<file path="src/rtl/bctr_pkg.sv">
package bctr_pkg;
  typedef enum logic [1:0] {
    OP_HOLD   = 2'd0,
    OP_PRESET = 2'd1,
    OP_INCR   = 2'd2
  } bctr_op_t;

  // Priority: preset first, then counting (needs both enables), else hold.
  function automatic bctr_op_t pick_op(input logic preset_n,
                                       input logic cnt_en,
                                       input logic chain_en);
    if (!preset_n)               return OP_PRESET;
    else if (cnt_en && chain_en) return OP_INCR;
    else                         return OP_HOLD;
  endfunction
endpackage

</file>
<file path="src/rtl/bctr_ctrl.sv">
module bctr_ctrl
  import bctr_pkg::*;
(
  input  logic     preset_n,
  input  logic     cnt_en,
  input  logic     chain_en,
  output bctr_op_t op,
  output logic     load_evt,
  output logic     incr_evt
);
  always_comb begin
    op       = pick_op(preset_n, cnt_en, chain_en);
    load_evt = (op == OP_PRESET);
    incr_evt = (op == OP_INCR);
  end
endmodule

</file>
<file path="src/rtl/bctr_state.sv">
module bctr_state
  import bctr_pkg::*;
#(
  parameter int WIDTH = 4
) (
  input  logic             clk,
  input  logic             zero_n,
  input  bctr_op_t         op,
  input  logic [WIDTH-1:0] preset_val,
  output logic [WIDTH-1:0] q
);
  localparam logic [WIDTH-1:0] ONE = WIDTH'(1);

  function automatic logic [WIDTH-1:0] next_q(input bctr_op_t o,
                                              input logic [WIDTH-1:0] cur,
                                              input logic [WIDTH-1:0] d);
    case (o)
      OP_PRESET: return d;
      OP_INCR:   return cur + ONE;  // natural modulo wrap
      default:   return cur;
    endcase
  endfunction

  // All bits share one clock edge; clear enters via async branch.
  always_ff @(posedge clk or negedge zero_n) begin
    if (!zero_n) q <= '0;
    else         q <= next_q(op, q, preset_val);
  end
endmodule

</file>
<file path="src/rtl/bctr_carry.sv">
module bctr_carry #(
  parameter int WIDTH = 4
) (
  input  logic [WIDTH-1:0] q,
  input  logic             chain_en,
  output logic             at_top,
  output logic             carry
);
  logic [WIDTH-1:0] ones_upto;

  // Per-bit AND chain: ones_upto[i] means bits 0..i are all one.
  assign ones_upto[0] = q[0];
  for (genvar i = 1; i < WIDTH; i++) begin : g_chain
    assign ones_upto[i] = ones_upto[i-1] & q[i];
  end

  assign at_top = ones_upto[WIDTH-1];
  assign carry  = at_top & chain_en;
endmodule

</file>
<file path="src/rtl/bin_counter_casc.sv">
module bin_counter_casc
  import bctr_pkg::*;
#(
  parameter int WIDTH = 4
) (
  input  logic             clk,
  input  logic             zero_n,
  input  logic             preset_n,
  input  logic             cnt_en,
  input  logic             chain_en,
  input  logic [WIDTH-1:0] preset_val,
  output logic [WIDTH-1:0] count,
  output logic             carry_out
);
  bctr_op_t op;
  logic     load_evt;
  logic     incr_evt;
  logic     at_top;

  bctr_ctrl u_ctrl (
    .preset_n (preset_n),
    .cnt_en   (cnt_en),
    .chain_en (chain_en),
    .op       (op),
    .load_evt (load_evt),
    .incr_evt (incr_evt)
  );

  bctr_state #(.WIDTH(WIDTH)) u_state (
    .clk        (clk),
    .zero_n     (zero_n),
    .op         (op),
    .preset_val (preset_val),
    .q          (count)
  );

  bctr_carry #(.WIDTH(WIDTH)) u_carry (
    .q        (count),
    .chain_en (chain_en),
    .at_top   (at_top),
    .carry    (carry_out)
  );
endmodule

</file>
<file path="config.mk">
export PLATFORM = sky130hd
export DESIGN_NAME = bin_counter_casc
export DESIGN_NICKNAME = d
export VERILOG_FILES = /design/src/rtl/bctr_pkg.sv /design/src/rtl/bctr_ctrl.sv /design/src/rtl/bctr_state.sv /design/src/rtl/bctr_carry.sv /design/src/rtl/bin_counter_casc.sv
export SDC_FILE = /design/constraint.sdc
export NUM_CORES = 1
export LEC_CHECK = 0
export BUFFER_PORTS_ARGS = -buffer_cell sky130_fd_sc_hd__buf_2
export CORE_AREA = 2 2 39 41
export DETAILED_ROUTE_END_ITERATION = 12
export DIE_AREA = 0 0 41 43
export MAX_ROUTING_LAYER = met4
export PLACE_DENSITY_LB_ADDON = 0.08
export SYNTH_ARGS = -nofsm -noshare
export SYNTH_HDL_FRONTEND = slang
export SYNTH_SLANG_ARGS = --single-unit
</file>
<file path="constraint.sdc">
create_clock -name clk -period 2.2 [get_ports clk]
set_input_delay 0.44 -clock clk [delete_from_list [all_inputs] [get_ports clk]]
set_output_delay 0.44 -clock clk [all_outputs]
set_load 0.02 [all_outputs]
</file>
==> results.md, run 1 <==
- Via density: roughly 4.1
- Synth Net Count: 34
- RSZ-0062 raised after global routing: no
- Reg2Reg Setup Slack: 1.00 ns
- Via count: roughly 220
- ANT cells: 0
- Die X: 41 um
- Final Max Slew Viols: 0
- GPL Wtd Cong: just over 0.6
- Min Tclk post-route: between 1.5 and 2 ns
- Fin crit share: about 80%
- Dpl ws: 0.672 ns
- Worst Tran Pin Value: ~0.14 ns
- Area grow syn2layout: 50.8%
- Nets: 52
- Htree depth: 1
- Largest regs: u_state.q x4
- Root Buffer Master: clkbuf_4
- Reg clk slew, reported paths: around 0.040 ns
- Cell area power density: between 700 and 800 nW/um2
- Syn avg cell area: between 9 and 10 um2
- Remaining antenna violation count: 0
- Max Cap Violations: 0
- Die Y: ~43 um
- Rel. slew slack: slightly above 90%
- Max Freq: roughly 0.57 GHz
- Worst-case clock buffer depth: 2
- Status: finished clean
- Initial Utilization: ~16%
- Die Area: 1760 um2
- Initial antenna violation count: 0
- Post-synthesis cell type with the largest combined area: dfrtp_1
- Data arrival, critical path: 1.32 ns
- Post-synth cell types: 13
- Ranking of synthesized cells by area: dfrtp_1 45%, ha_1 11%, mux2i_1 8.9%
- Layout Cells excl Fill: between 50 and 60
- Post-Route Setup TNS: 0 ns
- Synth Warn #: 0
- Worst clock skew: 0.00273 ns
- Max FO, Critical Path: 4
- Setup violations, final: 0
- Clock buffer count from CTS: 3
- Hold Violations, Final: 0
- DR pass1 iterations: 2
- First-pass GRT wire length: between 800 and 900 um
- DR iter-0 viols: 4
- #FFs+latches synth: 4
- DR WL/cell: between 9 and 10 um
- Largest register FFs: 4
- R2R Path Start: u_state.q[0]
- Leak: roughly 0.17 nW
- CP Launch Point: u_state.q[0]
- WP data required: ~1.8 ns
- Syn Std Cell Area: 224 um2
- Worst min path class: input pin to flip-flop
- Final WL: 529 um
- GRT Residual Overflow: 0
- Register bank with the most flops: u_state.q
- I/O pins: 14
- Clk_lat worst skew: 0.23 ns
- Worst reg2reg path endpoint: u_state.q[2]
- Row count: 14
- Largest net degree at the start of global routing: 9
- Critical Path Start Type: flip-flop
- CTS tree: yes
- Placed instance count: about 50
- Global Route Usage Sum: 7.84%
- Critical Path Sink: carry_out
- Worst setup EP type: output pin
- WS Path Type: flip-flop to output pin
- Peak supply drop: slightly below 0.0002 V
- Min-delay src: preset_val[2]
- Vias in the first global route: 205
- Ratio of cells with drive above 1 in the final layout: between 40% and 50%
- # clock sinks: 4
- Register area share after synthesis: 44.7%
- Post-synth top area share: ~45%
- I/O Buffers: 13
- Core area: 1380 um2
- Synth Instances: 23
- Final worst slack: about 0.44 ns
- Drt drc: 0
- R2r worst-path depth: 4
## area by class of cell
type | count | area, um2
fillers | 164 | 1050
multi-input cells | 18 | 120
flip-flops and latches | 4 | 100
repair buffers | 14 | 75.1
clock buffers | 3 | 22.5
well taps | 16 | 20.0
## layout by cell type, fill, tap and decap left out, types with 2 or more instances in the layout
cell      count
mux2i_1       2
nor2_1        4
a21oi_1       3
dfrtp_1       4
clkbuf_4      3
ha_1          2
buf_2        13
## worst min-delay path by stage
stage / to / cells after the start
final: u_state.q[2] / 3
after global routing: u_state.q[1] / 3
after CTS: u_state.q[2] / 3
after detailed placement: u_state.q[2] / 1
after global placement: u_state.q[1] / 1
after floorplan: u_state.q[0] / 0
## kinds of logic (layout without fill, tap and decap cells)
logic type / count (synthesis) / count (layout) / synth area share (%)
muxes: 2 / 2 / 8.94
DFF: 4 / 4 / 44.7
buffers and inverters: 1 / 17 / 1.67
AOI/OAI and AO/OA: 5 / 5 / 11.7
adders and majority gates: 2 / 2 / 11.2
and+or+nand+nor: 8 / 8 / 17.9
xor gates and xnor gates: 1 / 1 / 3.91
## timing repair
action / in CTS / in global routing
gates resized for setup: 0 / 0
hold buffers: 1 / 0
setup buffers: 0 / 0
endpoints found under the hold margin: 2 / 0
setup endpoints to repair: 0 / 0
## routing by layer
layer  routed length (um)  vias to the layer above  GRT usage [%]  part of all wire (%)
met5                    0                        -              -                     0
met4                    8                        0           8.00                   1.5
met3                   64                        2           4.71                    12
met2                  245                        9           10.6                    46
met1                  211                       97           6.80                    40
li1                     -                      116              -                     -
## worst max-delay path: stages, from the launching register on
cell and delay, ns:
dfrtp_1 0.40, ha_1 0.21, ha_1 0.17, and3_2 0.16
buf_2 0.15
## per-stage QoR
| step | area (um2) | utilization (%) | hold slack, ns | power, mW |
|---|---|---|---|---|
| finish | 338 | 24.4 | 0.454 | 0.241 |
| global route | 338 | 24.4 | 0.465 | 0.260 |
| CTS | 338 | 24.4 | 0.442 | 0.249 |
| detailed placement | 305 | 22.1 | 0.254 | 0.153 |
| global placement | 305 | 22.1 | 0.253 | 0.153 |
| floorplan | 224 | - | 0.144 | 0.128 |
## cell usage after synthesis
cell type and n:
dfrtp_1 4, nor2_1 4, a21oi_1 3, ha_1 2, mux2i_1 2, a31oi_1 1
and3_2 1, clkbuf_1 1, nand2_2 1, nand3_1 1, o21ai_0 1, or3_1 1
xor2_1 1
## where the power goes
group | switching [mW] | internal [mW]
sequential | 0.00898 | 0.0828
combinational | 0.0336 | 0.0265
clock | 0.0281 | 0.0609
Power figures use the tool's default switching activity.
==> run 2, diff against run 1 <==
--- a/config.mk
+++ b/config.mk
@@ -5,6 +5,7 @@
 export SDC_FILE = /design/constraint.sdc
 export NUM_CORES = 1
 export LEC_CHECK = 0
+export ABC_AREA = 1
 export BUFFER_PORTS_ARGS = -buffer_cell sky130_fd_sc_hd__buf_2
 export CORE_AREA = 2 2 39 41
 export DETAILED_ROUTE_END_ITERATION = 12
==> constraint.sdc (replaced) <==
create_clock -name clk -period 1.7 [get_ports clk]
set_input_delay 0.34 -clock clk [delete_from_list [all_inputs] [get_ports clk]]
set_output_delay 0.34 -clock clk [all_outputs]
set_load 0.02 [all_outputs]
==> results.md, run 2 <==
- Vias in the first global route: 238 (+16%)
- Cell area power density: 817 nW/um2 (+15%)
- FILL cells: 162 (-1.2%)
- Comb pwr share: 24.6% (-0.3 points)
- Min Tclk post-route: between 1.5 and 2 ns
- Net Sw Frac: 30.0% (+0.64 points)
- Post-Route Setup TNS: 0 ns (unchanged)
- Worst Tran Pin Value: 0.163 ns (+0.0275 ns)
- Final WL: 634 um (+20%)
- Nets: 65 (+25%)
- DR iter-0 viols: 1 (-3)
- CP cell instances: ha_1 -> ha_1 -> nand2_1 -> nor2_1 -> buf_2
- Register area share after synthesis: 38.6% (-6.0 points)
- DR WL/cell: 9.32 um (-3.1%)
- GPL Wtd Cong: 0.747 (+22%)
- Pint: 216 uW (+27%)
- Crit path top cell by count: ha_1
- Largest net degree at the start of global routing: 7 (-2)
- Worst clock skew: 0.00419 ns (+0.00146 ns)
- Remaining antenna violation count: 0 (unchanged)
- Reg2Reg Setup Slack: 0.53 ns (-0.47 ns)
- Ranking of synthesized cells by area: dfrtp_1 39%, nand2_1 20%, nand3_1 12%
- Placed Area: 344 um2 (+13%)
- Most frequent cells after synthesis: 14 x nand2_1, 6 x nand3_1, 4 x dfrtp_1, 3 x inv_1, 2 x ha_1
- Post-synth ARST share: 100% (unchanged)
- Die Y: 43 um (unchanged)
- GRT Residual Overflow: 0 (unchanged)
- CP bufs+invs: 1 (unchanged)
- Post-synth top area share: 38.6% (-6.0 points)
- Status: finished clean
- Post-synth cell types: 11 (-2)
- Via density: 4.01 (-1.4%)
- I/O Buffers: 13 (unchanged)
- Placed instance count: 64 (+25%)
- Synth Net Count: 46 (+35%)
- Sw power: 92.5 uW (+31%)
- WP data required: 1.36 ns (-0.40 ns)
- Clk_lat worst skew: 0.23 ns (about the same)
- DP HPWL: 544 um
- Drt drc: 0 (unchanged)
- Ratio of cells with drive above 1 in the final layout: 40.4% (-5.8 points)
- Htree depth: 1 (unchanged)
- I/O pins: 14 (unchanged)
- Syn avg cell area: 7.40 um2 (-24%)
- Area grow syn2layout: 45.9%
- Worst setup EP type: output pin
- Peak supply drop: 0.000324 V (+66%)
- Worst min path class: input pin to flip-flop
- Initial Utilization: 18.7% (+2.5 points)
- Register bank with the most flops: u_state.q
- Worst-case clock buffer depth: 2 (unchanged)
- Max FO, Critical Path: 6 (+2)
- Initial antenna violation count: 0 (unchanged)
- Most common cell after layout, fill and taps aside: nand2_1
- Leak: 0.208 nW (+20%)
- Register area: 101 um2 (+1.2%)
- Synth Warn #: 0 (unchanged)
- Worst path top cell family by delay: flip-flops
- Data arrival, critical path: 1.27 ns (-0.05 ns)
- Number of flops mapped to enable cells by yosys: 0 (unchanged)
- Area of the multi-input gates: 144 um2 (+20%)
- #FFs+latches synth: 4 (unchanged)
- ANT cells: 0 (unchanged)
- Layout Cells excl Fill: 68 (+24%)
- Dpl ws: 0.314 ns (-0.358 ns)
- Core area: 1380 um2 (unchanged)
- Synth Instances: 35 (+52%)
- Most common cell in the netlist: nand2_1
- CP peak stage delay: 0.43 ns (+0.03 ns)
- Largest register FFs: 4 (unchanged)
- CTS tree: yes
- Syn Std Cell Area: 259 um2 (+16%)
- Rel. slew slack: 89.1% (-1.6 points)
- Post-synthesis cell type with the largest combined area: dfrtp_1
- Post-CTS setup buffers: 0 (unchanged)
- Setup violations, final: 0 (unchanged)
- First-pass GRT wire length: 1020 um (+24%)
- Max Cap Violations: 0 (unchanged)
- Most frequent cells in the layout: 14 x nand2_1, 13 x buf_2, 6 x nand3_1
- Row count: 14 (unchanged)
- Root Buffer Master: clkbuf_4
- Die X: 41 um (unchanged)
- Via count: 273 (+22%)
- Design Area, Final: 378 um2 (+12%)
- # clock sinks: 4 (unchanged)
- Clk pwr share: 36.1% (-0.8 points)
- Final worst slack: 0.0875 ns (-0.349 ns)
- Fin crit share: a little over nine tenths
- Synth Flop Type: dfrtp_1
- DR pass1 iterations: 2 (unchanged)
- Largest regs: u_state.q x4
- RSZ-0062 raised after global routing: no
- WS Path Type: flip-flop to output pin
- Hold_ws: 0.327 ns (-0.126 ns)
- Critical Path Start Type: flip-flop
- Clock buffer count from CTS: 3 (unchanged)
- CP max stage cell: dfrtp_2
- Die Area: 1760 um2 (unchanged)
- Max Freq: between 0.6 and 0.7 GHz
- Hold Violations, Final: 0 (unchanged)
- Seq pwr share: 39.3% (+1.2 points)
- Reg clk slew, reported paths: 0.04 ns (about the same)
- Final Max Slew Viols: 0 (unchanged)
- Global Route Usage Sum: 9.40% (+1.6 points)
run 2: changes by cell type after synthesis, sizes merged, moves of 2 or more:
cell / previous run / this run
inv: 0 / 4
nand2: 1 / 15
nand3: 1 / 6
a21oi: 3 / 1
nor2: 4 / 2
mux2i: 2 / 0
run 2: area by class of cell:
class | count | area share [%]
clock buffer | 3 | 5.96
timing repair buffer | 14 | 19.9
sequential | 4 | 26.8
tap | 16 | 5.30
inverter | 4 | 3.97
multi-input combinational | 27 | 38.1
run 2: final timing paths:
path | cells after the start | from | to
min in group asynchronous | 2 | zero_n | u_state.q[3]
min | 3 | preset_val[0] | u_state.q[0]
max in group asynchronous | 2 | zero_n | u_state.q[0]
max reg2reg | 4 | u_state.q[0] | u_state.q[2]
max | 5 | u_state.q[0] | carry_out
min reg2reg | 2 | u_state.q[0] | u_state.q[0]
run 2: worst min-delay path, cell delays in order:
cell and delay (ns):
buf_2 0.07, nand2_1 0.04, nand3_1 0.06
run 2: cells by family after synthesis:
family          Yosys count  synth area share, %
simple gates             24                 42.5
buf+inv                   4                 5.80
flops                     4                 38.6
fa+ha+maj                 2                 9.66
compound gates            1                 3.38
run 2: metrics by stage:
stage | power (mW) | util, %
3_3_place_gp | 0.198 | 24.9
4_1_cts | 0.316 | 27.2
5_1_grt | 0.337 | 27.3
6_report | 0.309 | 27.3
2_1_floorplan | 0.164 | -
3_5_place_dp | 0.198 | 24.9
run 2: power by group through the flow:
stage | registers [mW] | logic (mW) | clock network [mW]
after global routing | 0.124 | 0.0864 | 0.127
final | 0.121 | 0.0758 | 0.112
after detailed placement | 0.122 | 0.0754 | 0
after CTS | 0.121 | 0.0778 | 0.117
after global placement | 0.122 | 0.0762 | 0
after floorplan | 0.133 | 0.0309 | 0
run 2: layer usage:
metal  global-route usage (%)  routed length, um  part of all wire, %
met1                     12.1                309                   49
met2                     11.3                285                   45
met3                     4.71                 38                  6.0
met4                     6.00                  0                    0
met5                        -                  0                    0
run 2: timing repair:
action	4_1_cts	5_1_grt
hold endpoints to repair	4	0
resized for setup	0	1
setup endpoints to repair	0	1
hold buffers	1	0
==> run 3, diff against run 2 <==
--- a/config.mk
+++ b/config.mk
@@ -10,8 +10,6 @@
 export CORE_AREA = 2 2 39 41
 export DETAILED_ROUTE_END_ITERATION = 12
 export DIE_AREA = 0 0 41 43
-export MAX_ROUTING_LAYER = met4
-export PLACE_DENSITY_LB_ADDON = 0.08
 export SYNTH_ARGS = -nofsm -noshare
 export SYNTH_HDL_FRONTEND = slang
 export SYNTH_SLANG_ARGS = --single-unit
==> results.md, run 3 (synthesis gave the netlist of run 2 again) <==
- RSZ-0062 raised after global routing: no
- DR iter-0 viols: 2 (+1)
- Die Area: 1760 um2 (unchanged)
- Post-CTS setup buffers: 0 (unchanged)
- Min Tclk post-route: 1.61 ns (+0.00224 ns)
- DR pass1 iterations: 2 (unchanged)
- Core area: 1380 um2 (unchanged)
- Reg clk slew, reported paths: 0.03 ns (about the same)
- Clk_lat worst skew: 0.23 ns (about the same)
- Rel. slew slack: 88.7% (-0.43 points)
- Htree depth: 1 (unchanged)
- Die Y: 43 um (unchanged)
- Nets: 65 (unchanged)
- I/O Buffers: 13 (unchanged)
- Setup violations, final: 0 (unchanged)
- Largest regs: u_state.q x4
- Most frequent cells in the layout: 14 x nand2_1, 13 x buf_2, 6 x nand3_1
- Register bank with the most flops: u_state.q
- Post-Route Setup TNS: 0 ns (unchanged)
- Largest register FFs: 4 (unchanged)
- CP cell instances: ha_1 -> ha_1 -> nand2_1 -> nor2_1 -> buf_2
- Worst Tran Pin Value: 0.169 ns (+0.00639 ns)
- Crit path top cell by count: ha_1
- Worst path top cell family by delay: flip-flops
- Clock buffer count from CTS: 3 (unchanged)
- Via count: 274 (+0.37%)
- Die X: 41 um (unchanged)
- WS Path Type: flip-flop to output pin
- Remaining antenna violation count: 0 (unchanged)
- CP max stage cell: dfrtp_2
- Leak: 0.208 nW (unchanged)
- Max Freq: 0.619 GHz (-0.14%)
- Data arrival, critical path: 1.27 ns (about the same)
- Fin crit share: 95.0% (+0.13 points)
- Final Core Density: 27.3% (unchanged)
- Via density: 4.03 (+0.37%)
- Cell area power density: 830 nW/um2 (+1.6%)
- DR WL/cell: 8.84 um (-5.2%)
- Row count: 14 (unchanged)
- Initial antenna violation count: 0 (unchanged)
- Initial Utilization: 18.7% (unchanged)
- GPL Wtd Cong: 0.764 (+2.3%)
- WP data required: 1.36 ns (about the same)
- Max FO, Critical Path: 6 (unchanged)
- Root Buffer Master: clkbuf_4
- Final Max Slew Viols: 0 (unchanged)
- Worst setup EP type: output pin
- Final WL: 601 um (-5.2%)
- Max Cap Violations: 0 (unchanged)
- CP bufs+invs: 1 (unchanged)
- Worst clock skew: 0.00317 ns (-0.00102 ns)
- Peak supply drop: 0.000445 V (+37%)
- DP HPWL: 486 um (-11%)
- Drt drc: 0 (unchanged)
- ANT cells: 0 (unchanged)
- Total power: 314 uW (+1.6%)
- Hold Violations, Final: 0 (unchanged)
- Most common cell after layout, fill and taps aside: nand2_1
- I/O pins: 14 (unchanged)
- Worst min path class: input pin to flip-flop
- Critical Path Start Type: flip-flop
- Ratio of cells with drive above 1 in the final layout: 40.4% (unchanged)
- GRT Residual Overflow: 0 (unchanged)
- Status: finished clean
- Global Route Usage Sum: 9.49% (+0.085 points)
- CP peak stage delay: 0.43 ns (about the same)
- Area grow syn2layout: 45.9% (unchanged)
- CTS tree: yes
- Worst-case clock buffer depth: 2 (unchanged)
- First-pass GRT wire length: 1050 um (+2.6%)
- Vias in the first global route: 261 (+9.7%)
- Largest net degree at the start of global routing: 7 (unchanged)
- # clock sinks: 4 (unchanged)
## run 3: cell counts in the layout (fill, tap and decap cells not counted)
Identical to the previous run, type by type.
## run 3: layer usage
| metal | vias to the layer above | GRT usage, % | share of wire [%] |
|---|---|---|---|
| li1 | 150 | - | - |
| met1 | 114 | 11.4 | 48 |
| met2 | 10 | 11.6 | 44 |
| met3 | 0 | 6.81 | 7.7 |
| met4 | 0 | 6.00 | 0 |
| met5 | - | 0 | 0 |
## run 3: power breakdown
part	switching, mW	total, mW	internal [mW]
logic	0.0444	0.0749	0.0305
registers	0.0142	0.121	0.107
clock network	0.0384	0.117	0.0789
## run 3: through the flow
step	setup slack (ns)	cell area [um2]	std cells	hold WS [ns]
after floorplan	0.223	259	35	0.0444
after global placement	0.346	344	64	0.150
after detailed placement	0.315	344	64	0.152
after CTS	0.0601	377	68	0.327
after global routing	0.0183	378	68	0.336
final	0.0852	378	68	0.330
## run 3: area by class of cell
type / count / area [um2]
fillers: 161 / 1010
repair buffers: 14 / 75.1
inverters: 4 / 15.0
clock buffers: 3 / 22.5
multi-input cells: 27 / 144
well taps: 16 / 20.0
flip-flops and latches: 4 / 101
## run 3: path summary, 6_finish.rpt
check                         startpoint      endpoint  slack, ns  cells after the start
setup / recovery            u_state.q[0]     carry_out       0.09                      5
hold / removal             preset_val[0]  u_state.q[0]       0.33                      3
setup reg to reg            u_state.q[0]  u_state.q[2]       0.54                      4
hold reg to reg             u_state.q[0]  u_state.q[0]       0.56                      2
max in group asynchronous         zero_n  u_state.q[0]       1.13                      2
min in group asynchronous         zero_n  u_state.q[2]       0.44                      2
## run 3: what timing repair did
item	in CTS	in global routing
endpoints found under the hold margin	4	0
hold buffers	1	0
resized for setup	0	1
endpoints found under the setup margin	0	1
## run 3: worst register-to-register path: stages, from the launching register on
cell     delay, ns
dfrtp_2       0.43
ha_1          0.21
ha_1          0.27
nand2_1       0.06
nand3_1       0.07
